`config.mk`:
```
export PLATFORM = sky130hd
export DESIGN_NAME = exc_ctrl
export DESIGN_NICKNAME = d
export VERILOG_FILES = /design/src/rtl/exc_pkg.sv /design/src/rtl/exc_nmi.sv /design/src/rtl/exc_arb.sv /design/src/rtl/exc_regs.sv /design/src/rtl/exc_ctrl.sv
export SDC_FILE = /design/constraint.sdc
export NUM_CORES = 1
export LEC_CHECK = 0
export BUFFER_PORTS_ARGS = -buffer_cell sky130_fd_sc_hd__buf_2
export CELL_PAD_IN_SITES_DETAIL_PLACEMENT = 0
export CELL_PAD_IN_SITES_GLOBAL_PLACEMENT = 2
export CORE_MARGIN = 2
export CORE_UTILIZATION = 35
export CTS_CLUSTER_DIAMETER = 50
export CTS_CLUSTER_SIZE = 16
export DETAILED_ROUTE_END_ITERATION = 12
export PLACE_DENSITY_LB_ADDON = 0.1
export SLEW_MARGIN = 20
export SYNTH_ARGS = -nofsm -noshare
export SYNTH_HDL_FRONTEND = slang
export SYNTH_HIERARCHICAL = 1
export SYNTH_SLANG_ARGS = --single-unit
```
`constraint.sdc`:
```
create_clock -name clk_i -period 5.9 [get_ports clk_i]
set_clock_uncertainty 0.1 [all_clocks]
set_input_delay 0.295 -clock clk_i [delete_from_list [all_inputs] [get_ports clk_i]]
set_output_delay 0.295 -clock clk_i [all_outputs]
set_load 0.1 [all_outputs]
```
`src/rtl/exc_pkg.sv`:
```
package exc_pkg;
  localparam int CODE_W = 12;
  localparam int LVL_W  = 4;

  typedef enum logic [2:0] {
    K_NONE,
    K_RESET,
    K_GEXC,
    K_RTE,
    K_NMI,
    K_DBG,
    K_IRL
  } kind_e;

  localparam logic [CODE_W-1:0] CODE_NMI  = 12'h1C0;
  localparam logic [CODE_W-1:0] CODE_DBG  = 12'h5E0;
  localparam logic [CODE_W-1:0] CODE_IRL0 = 12'h200;
  localparam logic [LVL_W-1:0]  LVL_NONE  = '1;

  // level n -> 0x200 + 32*n
  function automatic logic [CODE_W-1:0] irl_code(input logic [LVL_W-1:0] lvl);
    return CODE_IRL0 + {{(CODE_W-LVL_W-5){1'b0}}, lvl, 5'b0};
  endfunction
endpackage

```
`src/rtl/exc_nmi.sv`:
```
module exc_nmi (
  input  logic clk_i,
  input  logic rst_ni,
  input  logic nmi_i,
  input  logic take_i,
  output logic pend_o
);
  logic pend_q;

  always_ff @(posedge clk_i or negedge rst_ni) begin
    if (!rst_ni)      pend_q <= 1'b0;
    else if (take_i)  pend_q <= 1'b0;
    else if (nmi_i)   pend_q <= 1'b1;
  end

  assign pend_o = pend_q | nmi_i;


  nmi_hold_chk: assert property (@(posedge clk_i) disable iff (!rst_ni)
    (nmi_i && !take_i) |=> pend_o);


  nmi_once_chk: assert property (@(posedge clk_i) disable iff (!rst_ni)
    take_i |=> !pend_q);
endmodule

```
`src/rtl/exc_arb.sv`:
```
module exc_arb
  import exc_pkg::*;
(
  input  logic              clk_i,
  input  logic              rst_ni,
  input  logic              gen_exc_i,
  input  logic              rte_i,
  input  logic              blocked_i,
  input  logic              nmi_pend_i,
  input  logic              dbg_i,
  input  logic [LVL_W-1:0]  lvl_i,
  input  logic [CODE_W-1:0] gexc_code_i,
  output kind_e             kind_o,
  output logic [CODE_W-1:0] code_o
);
  always_comb begin
    kind_o = K_NONE;
    code_o = gexc_code_i;
    if (gen_exc_i) begin
      kind_o = blocked_i ? K_RESET : K_GEXC;
    end else if (rte_i) begin
      kind_o = K_RTE;
    end else if (!blocked_i) begin
      if (nmi_pend_i) begin
        kind_o = K_NMI;
        code_o = CODE_NMI;
      end else if (dbg_i) begin
        kind_o = K_DBG;
        code_o = CODE_DBG;
      end else if (lvl_i != LVL_NONE) begin
        kind_o = K_IRL;
        code_o = irl_code(lvl_i);
      end
    end
  end


  irl_range_chk: assert property (@(posedge clk_i) disable iff (!rst_ni)
    (kind_o == K_IRL) |-> (code_o >= 12'h200 && code_o <= 12'h3C0 && code_o[4:0] == 5'd0));


  nmi_first_chk: assert property (@(posedge clk_i) disable iff (!rst_ni)
    (nmi_pend_i && !blocked_i && !gen_exc_i && !rte_i) |-> (kind_o == K_NMI));
endmodule

```
`src/rtl/exc_regs.sv`:
```
module exc_regs
  import exc_pkg::*;
#(
  parameter int XLEN = 32
) (
  input  logic              clk_i,
  input  logic              rst_ni,
  input  logic              save_i,
  input  logic              clr_i,
  input  logic [XLEN-1:0]   pc_i,
  input  logic [XLEN-1:0]   sr_i,
  input  logic [CODE_W-1:0] code_i,
  input  logic              vbr_we_i,
  input  logic [XLEN-1:0]   vbr_d_i,
  output logic [XLEN-1:0]   spc_o,
  output logic [XLEN-1:0]   ssr_o,
  output logic [CODE_W-1:0] evt_o,
  output logic [XLEN-1:0]   vbr_o
);
  logic [XLEN-1:0]   spc_q, ssr_q, vbr_q;
  logic [CODE_W-1:0] evt_q;

  always_ff @(posedge clk_i or negedge rst_ni) begin
    if (!rst_ni) begin
      spc_q <= '0;
      ssr_q <= '0;
      evt_q <= '0;
      vbr_q <= '0;
    end else if (clr_i) begin
      // reset-like restart: core-side state only
      evt_q <= '0;
      vbr_q <= '0;
    end else begin
      if (save_i) begin
        spc_q <= pc_i;
        ssr_q <= sr_i;
        evt_q <= code_i;
      end
      if (vbr_we_i) vbr_q <= vbr_d_i;
    end
  end

  assign spc_o = spc_q;
  assign ssr_o = ssr_q;
  assign evt_o = evt_q;
  assign vbr_o = vbr_q;


  no_reserved_chk: assert property (@(posedge clk_i) disable iff (!rst_ni)
    (evt_q != 12'h120) && (evt_q != 12'h140) && (evt_q != 12'h3E0));


  save_pc_chk: assert property (@(posedge clk_i) disable iff (!rst_ni)
    (save_i && !clr_i) |=> (spc_q == $past(pc_i) && ssr_q == $past(sr_i)));


  vbr_clr_chk: assert property (@(posedge clk_i) disable iff (!rst_ni)
    clr_i |=> (vbr_q == '0 && evt_q == '0));
endmodule

```
`src/rtl/exc_ctrl.sv`:
```
module exc_ctrl
  import exc_pkg::*;
#(
  parameter int              XLEN      = 32,
  parameter int              BL_BIT    = 28,
  parameter logic [XLEN-1:0] RESET_VEC = 32'hA000_0000,
  parameter logic [XLEN-1:0] RESET_SR  = 32'h7000_00F0,
  parameter logic [XLEN-1:0] GEXC_OFS  = 32'h0000_0100,
  parameter logic [XLEN-1:0] IRQ_OFS   = 32'h0000_0600
) (
  input  logic              clk_i,
  input  logic              rst_ni,
  input  logic [LVL_W-1:0]  irl_i,
  input  logic              nmi_i,
  input  logic              dbg_irq_i,
  input  logic              gen_exc_i,
  input  logic [CODE_W-1:0] exc_code_i,
  input  logic              rte_i,
  input  logic [XLEN-1:0]   pc_i,
  input  logic [XLEN-1:0]   sr_i,
  input  logic              vbr_we_i,
  input  logic [XLEN-1:0]   vbr_d_i,
  output logic              redirect_o,
  output logic [XLEN-1:0]   target_o,
  output logic [XLEN-1:0]   sr_o,
  output logic              cpu_rst_o,
  output logic [XLEN-1:0]   spc_o,
  output logic [XLEN-1:0]   ssr_o,
  output logic [CODE_W-1:0] evt_o
);
  localparam logic [XLEN-1:0] BL_MASK = XLEN'(1) << BL_BIT;

  logic              redirect_q, cpu_rst_q;
  logic [XLEN-1:0]   target_q, sr_q, target_d, sr_d;
  logic              blocked, nmi_pend, save, clr;
  kind_e             kind;
  logic [CODE_W-1:0] code;
  logic [XLEN-1:0]   spc, ssr, vbr;

  // redirect cycle counts as blocked: core has not yet applied sr_o
  assign blocked = sr_i[BL_BIT] | redirect_q;

  exc_nmi u_nmi (
    .clk_i  (clk_i),
    .rst_ni (rst_ni),
    .nmi_i  (nmi_i),
    .take_i (kind == K_NMI),
    .pend_o (nmi_pend)
  );

  exc_arb u_arb (
    .clk_i       (clk_i),
    .rst_ni      (rst_ni),
    .gen_exc_i   (gen_exc_i),
    .rte_i       (rte_i),
    .blocked_i   (blocked),
    .nmi_pend_i  (nmi_pend),
    .dbg_i       (dbg_irq_i),
    .lvl_i       (irl_i),
    .gexc_code_i (exc_code_i),
    .kind_o      (kind),
    .code_o      (code)
  );

  assign save = (kind == K_GEXC) || (kind == K_NMI) || (kind == K_DBG) || (kind == K_IRL);
  assign clr  = (kind == K_RESET);

  exc_regs #(.XLEN(XLEN)) u_regs (
    .clk_i    (clk_i),
    .rst_ni   (rst_ni),
    .save_i   (save),
    .clr_i    (clr),
    .pc_i     (pc_i),
    .sr_i     (sr_i),
    .code_i   (code),
    .vbr_we_i (vbr_we_i),
    .vbr_d_i  (vbr_d_i),
    .spc_o    (spc),
    .ssr_o    (ssr),
    .evt_o    (evt_o),
    .vbr_o    (vbr)
  );

  always_comb begin
    target_d = '0;
    sr_d     = '0;
    unique case (kind)
      K_RESET: begin
        target_d = RESET_VEC;
        sr_d     = RESET_SR;
      end
      K_GEXC: begin
        target_d = vbr + GEXC_OFS;
        sr_d     = sr_i | BL_MASK;
      end
      K_RTE: begin
        target_d = spc;
        sr_d     = ssr;
      end
      K_NMI, K_DBG, K_IRL: begin
        target_d = vbr + IRQ_OFS;
        sr_d     = sr_i | BL_MASK;
      end
      default: ;
    endcase
  end

  always_ff @(posedge clk_i or negedge rst_ni) begin
    if (!rst_ni) begin
      redirect_q <= 1'b0;
      cpu_rst_q  <= 1'b0;
      target_q   <= '0;
      sr_q       <= '0;
    end else begin
      redirect_q <= (kind != K_NONE);
      cpu_rst_q  <= clr;
      target_q   <= target_d;
      sr_q       <= sr_d;
    end
  end

  assign redirect_o = redirect_q;
  assign cpu_rst_o  = cpu_rst_q;
  assign target_o   = target_q;
  assign sr_o       = sr_q;
  assign spc_o      = spc;
  assign ssr_o      = ssr;


  blocked_irq_chk: assert property (@(posedge clk_i) disable iff (!rst_ni)
    (!gen_exc_i && !rte_i && sr_i[BL_BIT]) |=> !redirect_o);


  restart_chk: assert property (@(posedge clk_i) disable iff (!rst_ni)
    (gen_exc_i && sr_i[BL_BIT]) |=> (cpu_rst_o && target_o == RESET_VEC && sr_o == RESET_SR));


  rte_restore_chk: assert property (@(posedge clk_i) disable iff (!rst_ni)
    (rte_i && !gen_exc_i) |=> (redirect_o && target_o == $past(spc_o) && sr_o == $past(ssr_o)));


  bl_set_chk: assert property (@(posedge clk_i) disable iff (!rst_ni)
    (!sr_i[BL_BIT] && !redirect_o && !rte_i && (gen_exc_i || dbg_irq_i)) |=> (redirect_o && sr_o[BL_BIT]));
endmodule

```
==> results of run 1 <==
worst paths after layout:
check,endpoint,from,cells after the start
max in group asynchronous,u_regs/ssr_o[26]$_DFFE_PN0P_,rst_ni,3
worst max-delay path,u_regs/ssr_o[31]$_DFFE_PN0P_,nmi_i,11
worst max register to register,u_regs/ssr_o[31]$_DFFE_PN0P_,u_nmi/pend_q$_DFFE_PN0P_,9
worst min register to register,target_o[5]$_DFF_PN0_,u_regs/vbr_o[5]$_DFFE_PN0P_,1
min in group asynchronous,sr_o[15]$_DFF_PN0_,rst_ni,2
worst min-delay path,u_regs/vbr_o[19]$_DFFE_PN0P_,vbr_d_i[19],3
tightest hold or removal path, delay by kind of cell:
family / cells / cell delay (ns)
buffers and inverters: 1 / 0.08
multiplexers: 1 / 0.05
AND/OR/NAND/NOR: 1 / 0.08
cell usage in the layout (no fill, tap or decap), types with 7 or more instances in the layout:
cell and n:
o21ai_1 10, xor2_1 13, dlygate4sd3_1 68, mux2_4 54, a21oi_1 12, mux2_1 10
mux2i_1 48, dfrtp_1 175, nor4_1 7, buf_4 7, nand3_1 9, o22ai_1 8
nand2_1 41, a22oi_1 9, xnor2_1 10, nor2_1 67, clkbuf_16 17, buf_2 258
o21ai_0 10, a22o_1 34
layout make-up:
class	instances	area, sq um	area share (%)
diodes	1	2.50	0.0230
clock buffers	17	425	3.90
clock inverters	14	149	1.37
inverters	8	30.0	0.275
multi-input cells	429	3490	32.0
flip-flops and latches	175	4380	40.2
well taps	313	392	3.59
repair buffers	334	2040	18.7
registers in the layout, indices dropped and copies added, names as in the netlist:
name and count:
sr_o 32, target_o 32, u_regs/spc_o 32, u_regs/ssr_o 32, u_regs/vbr_o 32, u_regs/evt_o 12
cpu_rst_o 1, redirect_o 1, u_nmi/pend_q 1
routing by layer:
metal  track usage (%)  routed length [microns]  vias up
li1                  -                        -     2968
met1              27.1                    11200     3131
met2              31.3                    11200      192
met3              3.27                     1060       22
met4              5.90                      312        0
met5                 0                        0        -
cell families (layout without fill, tap and decap cells):
kind of cell               Yosys count  after routing
xor gates and xnor gates            23             23
and+or+nand+nor                    175            175
other                                0              1
AOI/OAI and AO/OA                  116            116
buffers and inverters               50            373
adders and majority gates            3              3
muxes                              112            112
DFF                                175            175
where the power goes:
part           leakage [nW]  switching (mW)  internal [mW]
registers              2.20           0.179           1.42
logic                  2.86            1.81          0.448
clock network         0.278           0.549          0.562
total                  5.35            2.54           2.43
==> results.json, run 1 <==
{
  "clkLatencyLatePin_ns": 0.43,
  "initial_core_util_pct": 35.9,
  "timing.setup.tns_ns": 0,
  "path_class": "primary input to flip-flop",
  "utilization_pct": 47.9,
  "maxCapViolCount": 0,
  "hold_buffers": 68,
  "via_per_inst": 4.89,
  "syn_inst": 654,
  "status": "complete, no violations",
  "die_w_microns": 157,
  "synth_cell_types": 67,
  "post_cts_buffers": 0,
  "antenna_found_initial": 1,
  "hp-class": "primary input to flip-flop",
  "layout-drive-gt1-share_pct": 39.6,
  "synthSimpleGateAreaFrac_pct": 11.7,
  "dpl.cell_count": 1191,
  "dieArea_sq_um": 24600,
  "cp.arrival_ns": 4.12,
  "hpwl_microns": 16400,
  "synth_common_cells": "dfrtp_1 (175), nor2_1 (67), mux2_4 (54), mux2i_1 (48), nand2_1 (41)",
  "setup_viol_count_final": 0,
  "cp_slowest_stage_delay_ns": 0.70,
  "numPortBuffers": 260,
  "syn_nets": 776,
  "hold_viol": 0,
  "synth_flop_cell": "dfrtp_1",
  "avgSynthCellArea_sq_um": 12.5,
  "num-fill-cells": 2138,
  "rows": 55,
  "cts_resized": 0,
  "cp_max_fo": 21,
  "overflow": 0,
  "post-route-period-util_pct": 66.1,
  "fin_cells": 1291,
  "clkSinkCount": 175,
  "relSlewSlack_pct": 33.4,
  "clk_pin_slew_ns": 0.08,
  "vias": 6313,
  "ys_seq_elements": 175,
  "die_h_microns": 157,
  "setup_ws_ns": 2.00,
  "grt_pass1_vias": 6421,
  "clockRootBuffer": "clkbuf_16",
  "cts_tree": "built",
  "gp_congestion": 0.783,
  "power_mw": 4.97,
  "max_clock_freq_ghz": 0.257,
  "irDropWorstVdd_mv": 0.226,
  "synth-adder-area-share_pct": 0.459,
  "dp_worst_setup_slack_ns": 2.07,
  "dr.pass1.iters": 6,
  "grt_pass1_wl_microns": 36800,
  "timing.critical_path.buf_inv": 4,
  "slowest_stage": "o22ai_1",
  "post-route-cell-area_sq_um": 10900,
  "core_sq_um": 22800,
  "critPathTopFamily": "buffers and inverters",
  "post-route-drc-count": 0,
  "first_iter_violations": 282,
  "synth_compound_area_share_pct": 10.6,
  "power_density_nw_per_um2": 455,
  "start_kind": "primary input",
  "ys_top_cells_by_area": "dfrtp_1 (54%), mux2_4 (9.9%), mux2i_1 (5.9%), a22o_1 (3.6%), nor2_1 (3.1%)",
  "ys_seq_area_share_pct": 53.6,
  "num_io_pins": 261,
  "critPathRequiredTime_ns": 6.12,
  "synth-xor-area-share_pct": 2.46,
  "p_leak_nw": 5.35,
  "synthMuxAreaShare_pct": 17.2,
  "cts.htree.levels": 4,
  "period_minus_slack_ns": 3.90,
  "synth_top_family_by_area": "multiplexers",
  "async_flop_share_pct": 100,
  "synthesis.area_sq_um": 8170,
  "end_kind": "flip-flop",
  "grt_max_degree": 127,
  "drt_wl_total_microns": 23800,
  "cts_made_buffers": 17,
  "yosysTopAreaCell": "dfrtp_1",
  "holdWs_ns": 0.0144,
  "yosysWarnings": 6,
  "path_cells": "dlygate4sd3_1 -> buf_2 -> or2_1 -> nor2_1 -> a21oi_1 -> o22ai_1 -> inv_2 -> and3_2 -> nor2b_4 -> buf_4 -> mux2_1",
  "grt_util_all_layers_pct": 19.5,
  "fin_nets": 1087,
  "cts_max_path_buffers": 2,
  "timing.reg2reg.setup_slack_ns": 2.18,
  "synth_edf_count": 0,
  "rsz0062_at_grt": "false",
  "dpl_cell_area_sq_um": 9640,
  "tightest_slew_ns": 1.00,
  "syn_to_final_growth_pct": 33.4,
  "synth_top_area_share_pct": 53.6,
  "wl_per_cell_microns": 18.4,
  "synth.most_common_cell": "dfrtp_1",
  "slew_viol_final": 0,
  "ant_nets": 0
}
Note: power is estimated with default switching activity, not from simulation.
==> inputs of run 2 (changes only) <==
CORE_UTILIZATION = 30   (was 35)
clock period = 3.13 ns   (was 5.9 ns; I/O delays follow)
==> results.json, run 2 (same netlist as run 1, synthesis figures left out) <==
{
  "status": "complete, no violations",
  "cp.arrival_ns": 3.12,
  "antenna_found_initial": 0,
  "fin_nets": 1138,
  "first_iter_violations": 363,
  "timing.setup.tns_ns": 0,
  "tightest_slew_ns": 0.654,
  "cts_max_path_buffers": 2,
  "layout-drive-gt1-share_pct": 39.4,
  "path_class": "primary input to flip-flop",
  "irDropWorstVdd_mv": 0.339,
  "maxCapViolCount": 0,
  "clkSinkCount": 175,
  "ant_nets": 0,
  "num_io_pins": 261,
  "holdPathEnd": "u_regs/evt_o[8]$_DFFE_PN0P_",
  "grt_max_degree": 73,
  "p_comb_share_pct": 45.4,
  "power_density_nw_per_um2": 828,
  "initial_core_util_pct": 30.4,
  "numPortBuffers": 260,
  "max_clock_freq_ghz": 0.346,
  "insertedDiodeCount": 0,
  "power_mw": 9.54,
  "rows": 60,
  "path_common_cell": "or2_1",
  "r2r-end": "target_o[31]$_DFF_PN0_",
  "timing.reg2reg.setup_slack_ns": 0.30,
  "hold_viol": 0,
  "timing.rr.start": "u_nmi/pend_q$_DFFE_PN0P_",
  "utilization_pct": 42.9,
  "gp_congestion": 0.815,
  "cts_tree": "built",
  "slowest_stage": "dlygate4sd3_1",
  "worstSetupStartpoint": "nmi_i",
  "dr.pass1.iters": 4,
  "swShare_pct": 50.5,
  "cts_made_buffers": 17,
  "grt_util_all_layers_pct": 17.4,
  "slew_viol_final": 0,
  "die_h_microns": 169,
  "rsz0062_at_grt": "false",
  "path_cells": "dlygate4sd3_1 -> buf_2 -> or2_1 -> or2_1 -> o21ai_4 -> inv_2 -> or3b_1 -> o22ai_1 -> nand2_1 -> o311ai_1",
  "final_common_cell": "buf_2",
  "critPathRequiredTime_ns": 3.36,
  "start_kind": "primary input",
  "p_clk_share_pct": 23.1,
  "cp_max_fo": 15,
  "drt_wl_total_microns": 24700,
  "top_usage_layer": "met2",
  "mostFrequentLayoutCells": "buf_2 (258), dfrtp_1 (174), dlygate4sd3_1 (104)",
  "internal-power_mw": 4.72,
  "clkLatencyLatePin_ns": 0.43,
  "core_sq_um": 26900,
  "die_w_microns": 169,
  "cts.htree.levels": 4,
  "post-route-period-util_pct": 92.3,
  "syn_to_final_growth_pct": 41.0,
  "period_minus_slack_ns": 2.89,
  "overflow": 0,
  "cp_slowest_stage_delay_ns": 0.56,
  "hp-start": "exc_code_i[8]",
  "grtUsageMet3_pct": 3.60,
  "post-route-drc-count": 0,
  "grt_pass1_wl_microns": 38700,
  "wl_per_cell_microns": 18.1,
  "whs_path_depth": 4,
  "end_kind": "flip-flop",
  "met2_usage_pct": 28.1,
  "use_met1_pct": 23.8,
  "hpwl_microns": 17500,
  "setup_viol_count_final": 0,
  "pwr-share-seq_pct": 31.5,
  "via_per_inst": 4.78,
  "grt_pass1_vias": 6818,
  "clk_pin_slew_ns": 0.07,
  "switchingPower_mw": 4.82,
  "hp-class": "primary input to flip-flop",
  "dpl.cell_count": 1234,
  "rr_worst_depth": 8,
  "fin_cells": 1370,
  "relSlewSlack_pct": 56.4,
  "p_leak_nw": 5.60,
  "clockRootBuffer": "clkbuf_16",
  "vias": 6544,
  "dieArea_sq_um": 28600
}
[run 2: per-layer routing]
metal	vias up	wire, microns
li1	3071	-
met1	3256	11600
met2	198	11600
met3	19	1260
met4	0	338
met5	-	0
[run 2: how the worst max path moves through the flow]
stage                                        end  slack [ns]  cells past startpoint
global route              target_o[31]$_DFF_PN0_        0.04                     10
finish                    target_o[31]$_DFF_PN0_        0.24                     10
detailed placement  u_regs/ssr_o[31]$_DFFE_PN0P_        0.18                      9
CTS                 u_regs/spc_o[26]$_DFFE_PN0P_        0.11                     11
global placement    u_regs/spc_o[26]$_DFFE_PN0P_        0.33                      9
floorplan           u_regs/spc_o[20]$_DFFE_PN0P_        0.07                     12
[run 2: metrics by stage]
stage / hold WS (ns) / setup slack (ns) / area, sq um
after floorplan: -0.239 / 0.0711 / 8190
after detailed placement: 0.124 / 0.175 / 9860
after global routing: 0.0421 / 0.0407 / 11500
final: 0.0147 / 0.240 / 11500
after global placement: 0.107 / 0.329 / 9860
after CTS: 0.000820 / 0.113 / 11500
[run 2: power groups by stage]
| stage | clock network [mW] | logic [mW] | registers (mW) |
|---|---|---|---|
| final | 2.20 | 4.33 | 3.00 |
| after global routing | 2.36 | 4.46 | 3.07 |
| after CTS | 2.27 | 4.36 | 3.01 |
| after detailed placement | 0 | 4.25 | 3.05 |
| after global placement | 0 | 4.22 | 3.04 |
| after floorplan | 0 | 0.741 | 5.75 |
[run 2: layout make-up]
cell class                 instances  area (sq um)
clock buffer                      17           425
inverter                           8          30.0
fill                            2593         15400
sequential                       175          4380
timing repair buffer             385          2570
clock inverter                    15           193
multi-input combinational        429          3490
tap                              341           427
[run 2: timing repair]
action                     in CTS  in global routing
buffers inserted                0                  0
resized for setup               0                  1
setup endpoints to repair       0                  3
hold buffers                  104                  0
hold endpoints to repair      203                  0
[run 2: worst max-delay path: cells and delay by family]
kind	cells	cell delay, ns
and+or+nand+nor	4	1.20
buffers and inverters	3	0.88
AOI/OAI and AO/OA	3	0.87
==> inputs of run 3 (changes only) <==
BUFFER_PORTS_ARGS = -buffer_cell sky130_fd_sc_hd__buf_4   (was -buffer_cell sky130_fd_sc_hd__buf_2)
SETUP_SLACK_MARGIN = 0.5   (was unset)
==> results.json, run 3 (same netlist as run 1, synthesis figures left out) <==
{
  "post-route-drc-count": 0,
  "timing.setup.tns_ns": 0,
  "vias": 6619,
  "fin_nets": 1152,
  "numPortBuffers": 260,
  "clockRootBuffer": "clkbuf_16",
  "max_clock_freq_ghz": 0.385,
  "via_per_inst": 4.78,
  "dpl.cell_count": 1233,
  "dieArea_sq_um": 28600,
  "clkSinkCount": 175,
  "grt_max_degree": 96,
  "hpwl_microns": 17800,
  "grt_pass1_vias": 6959,
  "final_common_cell": "buf_4",
  "overflow": 0,
  "insertedDiodeCount": 0,
  "critPathTopFamily": "simple AND/OR/NAND/NOR gates",
  "dr.pass1.iters": 5,
  "post-route-period-util_pct": 82.9,
  "cp_slowest_stage_delay_ns": 0.40,
  "setup_ws_ns": 0.534,
  "regArea_sq_um": 4380,
  "die_w_microns": 169,
  "initial_core_util_pct": 30.4,
  "hold_viol": 0,
  "first_iter_violations": 347,
  "layout-drive-gt1-share_pct": 41.7,
  "ant_nets": 0,
  "cts_max_path_buffers": 2,
  "critPathRequiredTime_ns": 3.35,
  "period_minus_slack_ns": 2.60,
  "cp_max_fo": 11,
  "slowest_stage": "dfrtp_1",
  "drt_wl_total_microns": 26200,
  "end_kind": "flip-flop",
  "clkLatencyLatePin_ns": 0.43,
  "grt_pass1_wl_microns": 39800,
  "path_class": "flip-flop to flip-flop",
  "multi_input_comb_area_sq_um": 3560,
  "dp_worst_setup_slack_ns": 0.245,
  "cp.arrival_ns": 2.82,
  "cts_made_buffers": 17,
  "num-fill-cells": 2500,
  "cts_tree": "built",
  "clk_pin_slew_ns": 0.08,
  "rsz0062_at_grt": "false",
  "hp-start": "exc_code_i[6]",
  "tightest_slew_ns": 0.779,
  "gp_congestion": 0.800,
  "cts.htree.levels": 4,
  "relSlewSlack_pct": 48.0,
  "p_leak_nw": 5.90,
  "path_cells": "or2_4 -> nor2_2 -> a21oi_1 -> o22ai_2 -> buf_4 -> nand2_4 -> a21boi_4 -> nor2b_4 -> buf_4 -> clkbuf_16 -> mux2_4",
  "wl_per_cell_microns": 18.9,
  "power_density_nw_per_um2": 797,
  "antenna_found_initial": 0,
  "slew_viol_final": 0,
  "start_kind": "flip-flop",
  "status": "complete, no violations",
  "holdWs_ns": 0.0112,
  "num_io_pins": 261,
  "path_common_cell": "buf_4",
  "grt_util_all_layers_pct": 18.1,
  "setup_viol_count_final": 0,
  "hp-class": "primary input to flip-flop",
  "syn_to_final_growth_pct": 51.8,
  "worstSetupStartpoint": "u_nmi/pend_q$_DFFE_PN0P_",
  "irDropWorstVdd_mv": 0.337,
  "timing.critical_path.buf_inv": 3,
  "mostFrequentLayoutCells": "buf_4 (281), dfrtp_1 (174), dlygate4sd3_1 (105)",
  "maxCapViolCount": 0,
  "die_h_microns": 169,
  "power_mw": 9.89,
  "core_sq_um": 26900,
  "rows": 60,
  "fin_cells": 1384,
  "timing.rr.start": "u_nmi/pend_q$_DFFE_PN0P_"
}
==> run 3: routing by layer <==
layer	vias up	global-route usage (%)	part of all wire, %
met5	-	0	0
met4	0	5.20	1.5
met3	23	2.88	4.2
met2	187	29.7	48
met1	3315	24.7	47
li1	3094	-	-
==> run 3: final timing paths <==
path	end	slack, ns	cells past startpoint
setup / recovery	u_regs/spc_o[2]$_DFFE_PN0P_	0.53	11
hold / removal	u_regs/evt_o[6]$_DFFE_PN0P_	0.01	4
setup reg to reg	u_regs/spc_o[2]$_DFFE_PN0P_	0.53	11
hold reg to reg	target_o[2]$_DFF_PN0_	0.40	1
max in group asynchronous	u_regs/spc_o[9]$_DFFE_PN0P_	1.80	3
min in group asynchronous	u_regs/ssr_o[11]$_DFFE_PN0P_	0.26	2
==> run 3: power breakdown <==
part / internal, mW / leakage (nW) / switching [mW]
clock: 1.10 / 0.293 / 1.10
sequential: 2.67 / 2.20 / 0.364
combinational: 1.20 / 3.40 / 3.46
==> run 3: cell type report <==
| class | instances | area share, % |
|---|---|---|
| clock inverter | 15 | 1.43 |
| clock buffer | 17 | 3.43 |
| timing repair buffer | 399 | 27.4 |
| sequential | 175 | 35.3 |
| inverter | 8 | 0.303 |
| tap | 341 | 3.44 |
| multi-input combinational | 429 | 28.7 |
==> run 3: through the flow <==
| stage | util [%] | area [sq um] |
|---|---|---|
| 3_3_place_gp | 39.1 | 10500 |
| 5_1_grt | 46.2 | 12400 |
| 3_5_place_dp | 39.1 | 10500 |
| 2_1_floorplan | - | 8240 |
| 6_report | 46.2 | 12400 |
| 4_1_cts | 45.5 | 12200 |
==> run 3: what timing repair did <==
action,in CTS,in global routing
endpoints found under the hold margin,226,0
hold buffers,105,0
pin swaps,2,4
cloned,1,2
buffers inserted,4,7
gates resized for setup,8,14
endpoints found under the setup margin,118,108
==> run 3: tightest hold or removal path: cells and delay by family <==
kind | cells | cell delay, ns
multiplexers | 1 | 0.06
buffers and inverters | 1 | 0.08
AO/OA/AOI/OAI | 1 | 0.13
AND/OR/NAND/NOR | 1 | 0.08
